--- src/rtl/bus_sizer.sv ---
module bus_sizer #(
  parameter int ADDR_W   = 20,
  parameter int CYC_CLKS = 3
) (
  input  logic              clk,
  input  logic              rst_n,
  input  logic              cpu_req,
  input  logic              cpu_we,
  input  logic              cpu_hi_en,
  input  logic [ADDR_W-1:0] cpu_addr,
  input  logic [15:0]       cpu_wdata,
  output logic              cpu_wait,
  output logic              cpu_done,
  input  logic              dma_req,
  input  logic              dma_we,
  input  logic [ADDR_W-1:0] dma_addr,
  input  logic [15:0]       dma_wdata,
  output logic              dma_done,
  output logic [15:0]       rd_data,
  output logic [ADDR_W-1:0] dev_addr,
  output logic              dev_hi_en,
  output logic              dev_rd_n,
  output logic              dev_wr_n,
  output logic [7:0]        dev_wdata,
  input  logic [7:0]        dev_rdata
);

  localparam int CW = (CYC_CLKS > 2) ? $clog2(CYC_CLKS) : 1;
  localparam logic [CW-1:0] LAST   = CW'(CYC_CLKS - 1);
  localparam logic [CW-1:0] SAMPLE = CW'(CYC_CLKS - 2);

  logic              busy, by_dma, wr, split, lane;
  logic [ADDR_W-1:1] a_hi;
  logic [15:0]       wbuf;
  logic [CW-1:0]     cnt;
  logic [7:0]        lat_lo, lat_hi;

  logic              take;
  logic [ADDR_W-1:0] sel_addr;
  logic              strobe_on;

  assign take     = !busy && !cpu_done && !dma_done && (cpu_req || dma_req);
  assign sel_addr = dma_req ? dma_addr : cpu_addr;

  always_ff @(posedge clk) begin
    if (!rst_n) begin
      busy <= 1'b0; by_dma <= 1'b0; wr <= 1'b0; split <= 1'b0; lane <= 1'b0;
      a_hi <= '0; wbuf <= '0; cnt <= '0; lat_lo <= '0; lat_hi <= '0;
      cpu_done <= 1'b0; dma_done <= 1'b0;
    end else begin
      cpu_done <= 1'b0;
      dma_done <= 1'b0;
      if (take) begin
        busy   <= 1'b1;
        by_dma <= dma_req;
        wr     <= dma_req ? dma_we : cpu_we;
        split  <= !dma_req && cpu_hi_en && !cpu_addr[0];
        lane   <= sel_addr[0];
        a_hi   <= sel_addr[ADDR_W-1:1];
        wbuf   <= dma_req ? dma_wdata : cpu_wdata;
        cnt    <= '0;
        lat_lo <= '0;
        lat_hi <= '0;
      end else if (busy) begin
        if (cnt == SAMPLE && !wr) begin
          if (lane) lat_hi <= dev_rdata;
          else      lat_lo <= dev_rdata;
        end
        if (cnt == LAST) begin
          cnt <= '0;
          if (split && !lane) begin
            lane <= 1'b1;
          end else begin
            busy     <= 1'b0;
            cpu_done <= !by_dma;
            dma_done <= by_dma;
          end
        end else begin
          cnt <= cnt + CW'(1);
        end
      end
    end
  end

  assign strobe_on = busy && (cnt != LAST);
  assign dev_addr  = {a_hi, lane};
  assign dev_hi_en = busy && lane;
  assign dev_rd_n  = !(strobe_on && !wr);
  assign dev_wr_n  = !(strobe_on && wr);
  assign dev_wdata = lane ? wbuf[15:8] : wbuf[7:0];
  assign rd_data   = {lat_hi, lat_lo};
  assign cpu_wait  = cpu_req && !cpu_done;

  a_r9_strobes_exclusive: assert property (@(posedge clk) disable iff (!rst_n)
    !(!dev_rd_n && !dev_wr_n));

  a_r9_addr_held: assert property (@(posedge clk) disable iff (!rst_n)
    ((!dev_rd_n && $past(!dev_rd_n)) || (!dev_wr_n && $past(!dev_wr_n))) |-> $stable(dev_addr));

  a_r6_done_single: assert property (@(posedge clk) disable iff (!rst_n)
    cpu_done |=> !cpu_done);

  a_r7_dma_not_cpu: assert property (@(posedge clk) disable iff (!rst_n)
    dma_done |-> !cpu_done);

  a_r9_done_after_idle_clock: assert property (@(posedge clk) disable iff (!rst_n)
    (cpu_done || dma_done) |-> $past(dev_rd_n && dev_wr_n));

  a_r4_second_lane_high: assert property (@(posedge clk) disable iff (!rst_n)
    ($fell(dev_wr_n) && $past(busy) && !$past(cpu_done) && !$past(dma_done)) |-> dev_addr[0]);

endmodule

--- config.mk ---
export PLATFORM = sky130hd
export DESIGN_NAME = bus_sizer
export DESIGN_NICKNAME = d
export VERILOG_FILES = /design/src/rtl/bus_sizer.sv
export SDC_FILE = /design/constraint.sdc
export NUM_CORES = 1
export LEC_CHECK = 0
export ABC_AREA = 0
export CAP_MARGIN = 25
export CORE_MARGIN = 1.5
export CORE_UTILIZATION = 37
export CTS_BUF_LIST = sky130_fd_sc_hd__clkbuf_16
export DETAILED_ROUTE_END_ITERATION = 10
export PLACE_DENSITY = 0.77
export SETUP_SLACK_MARGIN = 0.05
export SYNTH_ARGS = -nofsm -noshare
export SYNTH_HDL_FRONTEND = slang
export SYNTH_SLANG_ARGS = --single-unit
--- constraint.sdc ---
create_clock -name clk -period 1.3 [get_ports clk]
set_input_delay 0.13 -clock clk [delete_from_list [all_inputs] [get_ports clk]]
set_output_delay 0.13 -clock clk [all_outputs]
set_load 0.005 [all_outputs]
==> results of run 1 <==
-- cells in the mapped netlist, types with 2 or more instances --
cell      number  share of area
dfxtp_1       60           0.42
a21oi_1       57           0.10
mux2i_1       37           0.13
a211oi_1      35          0.093
nand3_1       19          0.033
o21ai_0       19          0.033
buf_6          8          0.032
clkbuf_1       8          0.011
mux2_2         8          0.032
buf_4          6          0.016
buf_2          5         0.0088
inv_1          4         0.0053
nand2_1        4         0.0053
nor2_1         4         0.0053
buf_1          2         0.0026
nor3b_1        2         0.0053
-- power by group --
group	switching (mW)	total, mW	internal, mW
Clock	0.880	2.35	1.47
Sequential	0.0817	2.05	1.97
Combinational	0.594	1.46	0.866
Total	1.56	5.86	4.31
-- registers in the layout, summed over array words and instances (netlist names) --
signal / flops
a_hi: 19
busy: 1
by_dma: 1
cnt: 2
cpu_done: 1
dma_done: 1
lane: 1
lat_hi: 8
lat_lo: 8
split: 1
wbuf: 16
wr: 1
-- repair_timing --
action / 4_1_cts / 5_1_grt
setup endpoints to repair: 106 / 70
setup buffers: 14 / 6
pin swaps: 9 / 11
cloned: 5 / 2
resized for setup: 143 / 50
-- kinds of logic (layout without fill, tap and decap cells) --
family,count (synthesis),in the layout,synth area share
multiplexers,45,45,0.162
flip-flops,60,60,0.423
AO/OA/AOI/OAI,114,114,0.240
AND/OR/NAND/NOR,43,43,0.0982
buffers and inverters,34,203,0.0766
-- routing by layer --
metal / vias to the layer above / track usage / wire length [um]
met2: 130 / 0.423 / 5260
met4: 0 / 0.112 / 295
met3: 28 / 0.0480 / 539
li1: 1430 / - / -
met5: - / 0 / 0
met1: 1441 / 0.258 / 4010
-- layout make-up --
class	count	area, um2	area share
multi-input cells	202	1640	0.313
clock buffers	9	225	0.0430
clock inverters	7	67.6	0.0129
inverters	4	17.5	0.00335
repair buffers	183	1940	0.371
well taps	99	124	0.0237
flip-flops and latches	60	1220	0.232
-- worst paths after layout --
| kind | from | to | slack [ns] | depth (start not counted) |
|---|---|---|---|---|
| setup / recovery | busy$_SDFF_PN0_ | wbuf[11]$_SDFFE_PN0P_ | -0.16 | 5 |
| setup reg to reg | busy$_SDFF_PN0_ | wbuf[11]$_SDFFE_PN0P_ | -0.16 | 5 |
| hold reg to reg | by_dma$_SDFFE_PN0P_ | cpu_done$_SDFF_PP0_ | 0.45 | 1 |
| hold / removal | dma_req | by_dma$_SDFFE_PN0P_ | 0.18 | 3 |
-- metrics by stage --
step / area, um2 / worst slack [ns]
floorplan: 2850 / -0.00648
global placement: 4410 / -0.172
detailed placement: 4410 / -0.211
CTS: 5120 / -0.175
global route: 5230 / -0.199
finish: 5230 / -0.158
-- worst max-delay path: stages (launching register included) --
cell      delay (ns)
dfxtp_4         0.35
or3_4           0.44
buf_12          0.15
nor2_8          0.12
buf_12          0.17
a211oi_1        0.09
==> out/metrics.yaml, run 1 <==
run_status: "finished with violations"
failed_checks: "setup timing"
yosysUniqueCellTypes: 34
area_growth_pct: 84.3
grt_antenna_before_repair: 0
grt_pass1_wl_um: 15200
post_synthesis_instance_area_um2: 2840
totalNegativeSetupSlack_ns: -6.88
totalWireLength_um: 10100
peakVddDrop_uv: 717
grt_start_max_net_pins: 32
max_clock_freq_mhz: 686
hold_viol_final: 0
timing.max_slew.rel_slack: 0.809
via_count_of_the_first_global_routing_pass: 3049
floorplan.initialDensity: 0.387
crit_path_start_kind: "flop"
postSynthNetCount: 383
cp_data_arrival_time_ns: 1.66
hold_slack_ns: 0.181
groute.usage.overall: 0.234
synth-seq-area-share: 0.423
p_per_area_nw_per_um2: 1120
final-max-slew-violation-count: 0
clk_transition_reported_paths_ns: 0.05
antenna-diode-count: 0
die-height_um: 90.6
top_level_ports: 137
setup_violations: 63
max-cap-violations: 0
drt-wirelength-per-cell_um: 17.9
final_layout_size_suffix_gt1_frac: 0.295
fin_crit_sh: 1.12
cts_hold_buf: 0
dieArea_um2: 8210
syn_avg_cell_area_um2: 9.60
placed_wire_length_estimate_after_detailed_placement_um: 5820
placementRows: 31
clockRootBuffer: "clkbuf_16"
worstHoldPathType: "input port to flop"
width_of_the_die_um: 90.6
postLayoutSetupSlackWorst_ns: -0.158
worst-path-max-fanout: 22
worst_skew_pair_latency_ns: 0.33
edff_count_synth: 0
skew_ns: 0.00984
cts_sinks: 60
post-route-min-period_ns: 1.46
final_core_util: 0.714
antenna_left: 0
final.fill_count: 509
fin_cells: 564
finalPower_mw: 5.86
globalRoute.totalOverflow: 0
critical_path_required_ns: 1.50
final_nets: 547
dp_cells: 527
placement.io_buffers: 136
cts_max_level: 3
drc: 0
synthArstFlopShare: 0
maximum_clock_path_buffer_count: 2
power.leakage_nw: 2.16
detail_route.iter0.violations: 80
firstDrtPassIters: 4
synth_seq_cells: 60
cts_tree: "built"
synthFlopType: "dfxtp_1"
placeableCoreArea_um2: 7330
slew_at_the_pin_closest_to_its_max_slew_limit_ns: 0.284
routabilityCongestion: 0.781
synth-warning-count: 0
timing.setup.critical_path_class: "flop to flop"
mostFrequentLayoutCell: "clkdlybuf4s50_1"
cp-end-kind: "flop"
detail_route.vias_per_cell: 5.37
unrepaired_setup_endpoints_after_global_routing: "true"
numCtsBuffers: 9
postSynthCellCount: 296
vias: 3029
mostFrequentLayoutCells: "clkdlybuf4s50_1, dfxtp_1, a21oi_1, mux2i_1, dlygate4sd2_1"
No activity file was read; power rests on OpenSTA's default activity.
==> run 2, diff against run 1 <==
CTS_CLUSTER_DIAMETER = 60   (was not set)
GPL_TIMING_DRIVEN = 0   (was not set)
SETUP_SLACK_MARGIN = not set   (was 0.05)
==> run 2 against run 1 <==
  * The run still ends with setup timing left
  * Setup slack worse by 0.020 ns
  * Sequential share of layout area increased by 0.18 points
  * Cell area fell by 0.79%
  * Non-clock buffer count grew 3
  * Highest routed layer unchanged
  * Sequential power about the same
  * Wire length decreased by 4.2%
  * Worst hold slack better by 0.12 ns
  * Via count rose by 0.66%
  * Cell count increased by 0.53%
  * Combinational power barely moved
  * Count of clock-buffer cells in the layout is the same
==> out/metrics.yaml, run 2 (same netlist as run 1, synthesis figures left out) <==
fin_cells: 567  # was 564
critical_path_required_ns: 1.17  # was 1.50 ns
worstRegToRegCells: 5  # unchanged
place_area_um2: 4320  # was 4410 um2
critical_path.slowest_cell: "dfxtp_2"  # was or3_4
slew_at_the_pin_closest_to_its_max_slew_limit_ns: 0.716  # was 0.284 ns
cp_data_arrival_time_ns: 1.35  # was 1.66 ns
final_layout_size_suffix_gt1_frac: 0.318  # was 0.295
detail_route.vias_per_cell: 5.38  # was 5.37
placement.io_buffers: 135  # was 136
floorplan.initialDensity: 0.387  # unchanged
largest_register_ff_count: 19  # unchanged
failed_checks: "setup timing"  # unchanged
worstHoldPathType: "input port to flop"  # unchanged
final_nets: 550  # was 547
skew_ns: 0.00520  # was 0.00984 ns
antenna-diode-count: 0  # unchanged
cts_hold_buf: 0  # unchanged
run_status: "finished with violations"  # unchanged
hold_slack_ns: 0.296  # was 0.181 ns
grt_antenna_before_repair: 0  # unchanged
cp-end-kind: "output pin"  # was flop
postLayoutSetupSlackWorst_ns: -0.178  # was -0.158 ns
setup_violations: 65  # was 63
crit_path_start_kind: "flop"  # unchanged
maximum_clock_path_buffer_count: 2  # unchanged
routabilityCongestion: 0.873  # was 0.781
globalRoute.totalOverflow: 0  # unchanged
path_depth: 4  # was 5
mostFrequentLayoutCells: "clkdlybuf4s50_1, dfxtp_1, a21oi_1, mux2i_1, a211oi_2"  # was clkdlybuf4s50_1, dfxtp_1, a21oi_1, mux2i_1, dlygate4sd2_1
hold_viol_final: 0  # unchanged
vias: 3049  # was 3,029
max_clock_freq_mhz: 676  # was 686 MHz
clockRootBuffer: "clkbuf_16"  # unchanged
drc: 0  # unchanged
peakVddDrop_uv: 567  # was 717 uV
placeableCoreArea_um2: 7330  # unchanged
crit_chain: "buf_6 -> clkbuf_16 -> mux2_4 -> buf_6"  # was or3_4 -> buf_12 -> nor2_8 -> buf_12 -> a211oi_1
worst_skew_pair_latency_ns: 0.32  # was 0.33 ns
drt-wirelength-per-cell_um: 17.1  # was 17.9 um
groute.usage.overall: 0.225  # was 0.234
dieArea_um2: 8210  # unchanged
fin_crit_sh: 1.14  # was 1.12
numCtsBuffers: 9  # unchanged
cts_sinks: 60  # unchanged
dp_cells: 530  # was 527
postLayoutCellArea_um2: 5190  # was 5230 um2
cts_tree: "built"  # unchanged
post-route-min-period_ns: 1.48  # was 1.46 ns
top_level_ports: 137  # unchanged
final-max-slew-violation-count: 0  # unchanged
power.leakage_nw: 2.36  # was 2.16 nW
path_buf_inv: 3  # was 2
worst-path-max-fanout: 5  # was 22
timing.hold.worst_path_depth: 2  # was 3
timing.setup.critical_path_class: "flop to output pin"  # was flop to flop
cts_max_level: 3  # unchanged
via_count_of_the_first_global_routing_pass: 3031  # was 3,049
placed_wire_length_estimate_after_detailed_placement_um: 6150  # was 5820 um
cp_common_cell: "buf_6"  # was buf_12
die-height_um: 90.6  # unchanged
grt_start_max_net_pins: 11  # was 32
final_core_util: 0.708  # was 0.714
antenna_left: 0  # unchanged
grt_pass1_wl_um: 14900  # was 15,200 um
mostFrequentLayoutCell: "clkdlybuf4s50_1"  # unchanged
critical-path-top-delay-family: "buffers and inverters"  # was simple AND/OR/NAND/NOR gates
firstDrtPassIters: 4  # unchanged
slowest_delay_ns: 0.33  # was 0.44 ns
detail_route.iter0.violations: 88  # was 80
clk_transition_reported_paths_ns: 0.05  # about the same
p_per_area_nw_per_um2: 1070  # was 1120 nW/um2
totalWireLength_um: 9680  # was 10,100 um
placementRows: 31  # unchanged
unrepaired_setup_endpoints_after_global_routing: "true"  # unchanged
reg.largest.list: "a_hi x19, wbuf x16"  # unchanged
max-cap-violations: 0  # unchanged
width_of_the_die_um: 90.6  # unchanged
timing.max_slew.rel_slack: 0.523  # was 0.809
register_bank_with_the_most_flops: "a_hi"  # unchanged
area_growth_pct: 82.8  # was 84.3%
run 2: per-layer routing:
layer	global-route usage	wire (um)	up-vias
li1	-	-	1442
met1	0.266	3890	1452
met2	0.395	5000	133
met3	0.0606	580	22
met4	0.0714	211	0
met5	0	0	-
run 2: path summary, 6_finish.rpt:
path                       start                      to  slack [ns]
min reg2reg  by_dma$_SDFFE_PN0P_     cpu_done$_SDFF_PP0_        0.43
min                        rst_n       lane$_SDFFE_PN0P_        0.30
max            lane$_SDFFE_PN0P_            dev_wdata[3]       -0.18
max reg2reg      busy$_SDFF_PN0_  lat_hi[4]$_SDFFE_PP0P_       -0.16
run 2: final cells by class:
cell class	count	area [um2]
Timing Repair Buffer	156	1590
Multi-Input combinational cell	202	1720
Inverter	4	18.8
Clock buffer	9	225
Fill cell	500	2140
Buffer	30	264
Tap cell	99	124
Sequential cell	60	1220
Clock inverter	7	35.0
run 2: what timing repair did:
item	CTS	global route
setup endpoints to repair	76	90
pin swaps	8	9
setup buffers	13	3
endpoints found under the hold margin	0	0
gates cloned	4	1
resized for setup	138	56
run 2: stage by stage:
step,setup TNS (ns),power [mW],worst slack [ns]
2_1_floorplan,-0.0599,2.62,-0.00648
3_3_place_gp,-19.76,3.21,-0.606
3_5_place_dp,-21.11,3.24,-0.647
4_1_cts,-6.11,5.52,-0.177
5_1_grt,-8.12,5.79,-0.214
6_report,-5.64,5.57,-0.178
run 2: worst reg2reg max path, stage by stage, from the launching register on:
cell,delay (ns)
dfxtp_2,0.33
or3_4,0.44
buf_12,0.15
o21ai_4,0.18
buf_6,0.19
a21oi_2,0.05
run 2: where the power goes:
group	switching [mW]	internal, mW
sequential	0.0763	1.97
combinational	0.624	0.834
clock	0.809	1.26
==> run 3, diff against run 2 <==
CORE_UTILIZATION = 31   (was 37)
PLACE_DENSITY = 0.66   (was 0.77)
==> run 3 against run 2 <==
  * The run ends with DRC, setup timing left
  * Clock power rose by 29%
  * Count of clock-buffer cells in the layout did not move
  * Die area rose by 19%
  * Worst hold slack got worse by 0.12 ns
  * Combinational power rose by 13%
  * Critical path depth did not move
  * Total power rose by 15%
  * Critical path type unchanged
  * Critical endpoint is now dev_wdata[4]
==> out/metrics.yaml, run 3 (same netlist as run 1, synthesis figures left out) <==
run_status: "finished with violations"  # unchanged
failed_checks: "DRC, setup timing"  # was setup timing
cts_hold_buf: 0  # unchanged
groute.usage.overall: 0.200  # was 0.225
globalRoute.totalOverflow: 0  # unchanged
largest_register_ff_count: 19  # unchanged
final_layout_size_suffix_gt1_frac: 0.419  # was 0.318
routabilityCongestion: 0.763  # was 0.873
grt_pass1_wl_um: 15400  # was 14,900 um
netsw_mw: 1.64  # was 1.51 mW
worstHoldPathType: "input port to flop"  # unchanged
numCtsBuffers: 9  # unchanged
setup_violations: 66  # was 65
drt-wirelength-per-cell_um: 17.3  # was 17.1 um
detail_route.vias_per_cell: 5.07  # was 5.38
worst_skew_pair_latency_ns: 0.33  # was 0.32 ns
peakVddDrop_uv: 750  # was 567 uV
floorplan.initialDensity: 0.323  # was 0.387
firstDrtPassIters: 7  # was 4
top_level_ports: 137  # unchanged
fin_crit_sh: 1.15  # was 1.14
power.leakage_nw: 2.44  # was 2.36 nW
relative_contribution_of_the_clock_network_to_total_power: 0.417  # was 0.371
clockRootBuffer: "clkbuf_16"  # unchanged
grt_antenna_before_repair: 0  # unchanged
antenna_left: 0  # unchanged
postLayoutCellArea_um2: 5640  # was 5190 um2
max_clock_freq_mhz: 671  # was 676 MHz
die-height_um: 98.7  # was 90.6 um
final-max-slew-violation-count: 0  # unchanged
power_frac_comb: 0.258  # was 0.262
postLayoutSetupSlackWorst_ns: -0.189  # was -0.178 ns
worst_setup_startpoint: "lane$_SDFFE_PN0P_"  # unchanged
cp-end-kind: "output pin"  # unchanged
timing.max_slew.rel_slack: 0.480  # was 0.523
area_growth_pct: 98.6  # was 82.8%
max-cap-violations: 0  # unchanged
cp_data_arrival_time_ns: 1.36  # was 1.35 ns
skew_ns: 0.00427  # was 0.00520 ns
unrepaired_setup_endpoints_after_global_routing: "true"  # unchanged
detail_route.iter0.violations: 73  # was 88
place_area_um2: 4330  # was 4320 um2
switching_share: 0.256  # was 0.271
cts_max_level: 3  # unchanged
hold_viol_final: 0  # unchanged
register_bank_with_the_most_flops: "a_hi"  # unchanged
clk_transition_reported_paths_ns: 0.05  # about the same
maximum_clock_path_buffer_count: 2  # unchanged
reg.largest.list: "a_hi x19, wbuf x16"  # unchanged
placementRows: 34  # was 31
critical_path_required_ns: 1.17  # about the same
post-route-min-period_ns: 1.49  # was 1.48 ns
cts_sinks: 60  # unchanged
totalNegativeSetupSlack_ns: -5.03  # was -5.64 ns
width_of_the_die_um: 98.7  # was 90.6 um
timing.hold.worst_path_depth: 2  # unchanged
via_count_of_the_first_global_routing_pass: 3103  # was 3,031
cts_tree: "built"  # unchanged
p_per_area_nw_per_um2: 1130  # was 1070 nW/um2
dieArea_um2: 9750  # was 8210 um2
mostFrequentLayoutCell: "clkdlybuf4s50_1"  # unchanged
placeableCoreArea_um2: 8810  # was 7330 um2
placed_wire_length_estimate_after_detailed_placement_um: 6330  # was 6150 um
antenna-diode-count: 0  # unchanged
timing.setup.critical_path_class: "flop to output pin"  # unchanged
worst-path-max-fanout: 5  # unchanged
final_nets: 558  # was 550
worstRegToRegCells: 7  # was 5
drc: 4  # was 0
crit_path_start_kind: "flop"  # unchanged
grt_start_max_net_pins: 11  # unchanged
vias: 2958  # was 3,049
worst_r2r_startpoint: "busy$_SDFF_PN0_"  # unchanged
mostFrequentLayoutCells: "clkdlybuf4s50_1, dfxtp_1, mux2i_1, buf_6, a211oi_2"  # was clkdlybuf4s50_1, dfxtp_1, a21oi_1, mux2i_1, a211oi_2
placement.io_buffers: 135  # unchanged
finalPower_mw: 6.40  # was 5.57 mW
slew_at_the_pin_closest_to_its_max_slew_limit_ns: 0.780  # was 0.716 ns
worstHoldStart: "rst_n"  # unchanged
totalWireLength_um: 10100  # was 9680 um
cell_internal_pwr_mw: 4.76  # was 4.06 mW
setup_slack_placement_ns: -0.652  # was -0.647 ns
seq_power_share: 0.326  # was 0.368
[run 3: cell types whose count changed in the layout (fill, tap and decap cells not counted), sizes merged, moves of 3 or more]
cell           before  now
buf                51   61
bufinv              0    3
clkdlybuf4s50      88   84
dlygate4sd2        13   25
dlymetal6s2s       22   15
[run 3: worst paths after layout]
kind	endpoint	slack [ns]
max	dev_wdata[4]	-0.19
min	lane$_SDFFE_PN0P_	0.17
max reg2reg	a_hi[4]$_SDFFE_PN0P_	-0.13
min reg2reg	cpu_done$_SDFF_PP0_	0.44
[run 3: power by group through the flow]
stage	Clock (mW)	Sequential (mW)	Combinational (mW)
detailed placement	0	2.08	1.16
CTS	2.69	2.05	1.51
finish	2.67	2.09	1.65
global placement	0	2.08	1.15
global route	2.80	2.10	1.75
floorplan	0	2.07	0.544
[run 3: what timing repair did]
action                                 CTS  global route
endpoints found under the hold margin    0             0
gates cloned                             7             3
pin swaps                               21            35
setup endpoints to repair               87            85
gates resized for setup                183           100
buffers inserted                        21             1
[run 3: layer usage]
layer,up-vias,track usage,routed length [um]
met1,1416,0.241,4150
met2,77,0.356,5370
met5,-,0,0
met3,13,0.0418,426
met4,0,0.0670,176
li1,1452,-,-
[run 3: through the flow]
step	instances	hold WS, ns	util
2_1_floorplan	296	0.261	-
3_3_place_gp	539	0.418	0.492
3_5_place_dp	539	0.422	0.492
4_1_cts	581	0.227	0.597
5_1_grt	583	0.184	0.641
6_report	583	0.175	0.641
[run 3: final cells by class]
class	count	area, um2
Clock inverter	6	104
Clock buffer	9	225
Tap cell	108	135
Sequential cell	60	1210
Buffer	29	282
Timing Repair Buffer	164	1680
Fill cell	698	3160
Inverter	4	18.8
Multi-Input combinational cell	203	1980
[run 3: critical path: stages (launching register included)]
cell	delay (ns)
dfxtp_2	0.33
buf_6	0.13
clkbuf_16	0.15
mux2_4	0.30
buf_6	0.12
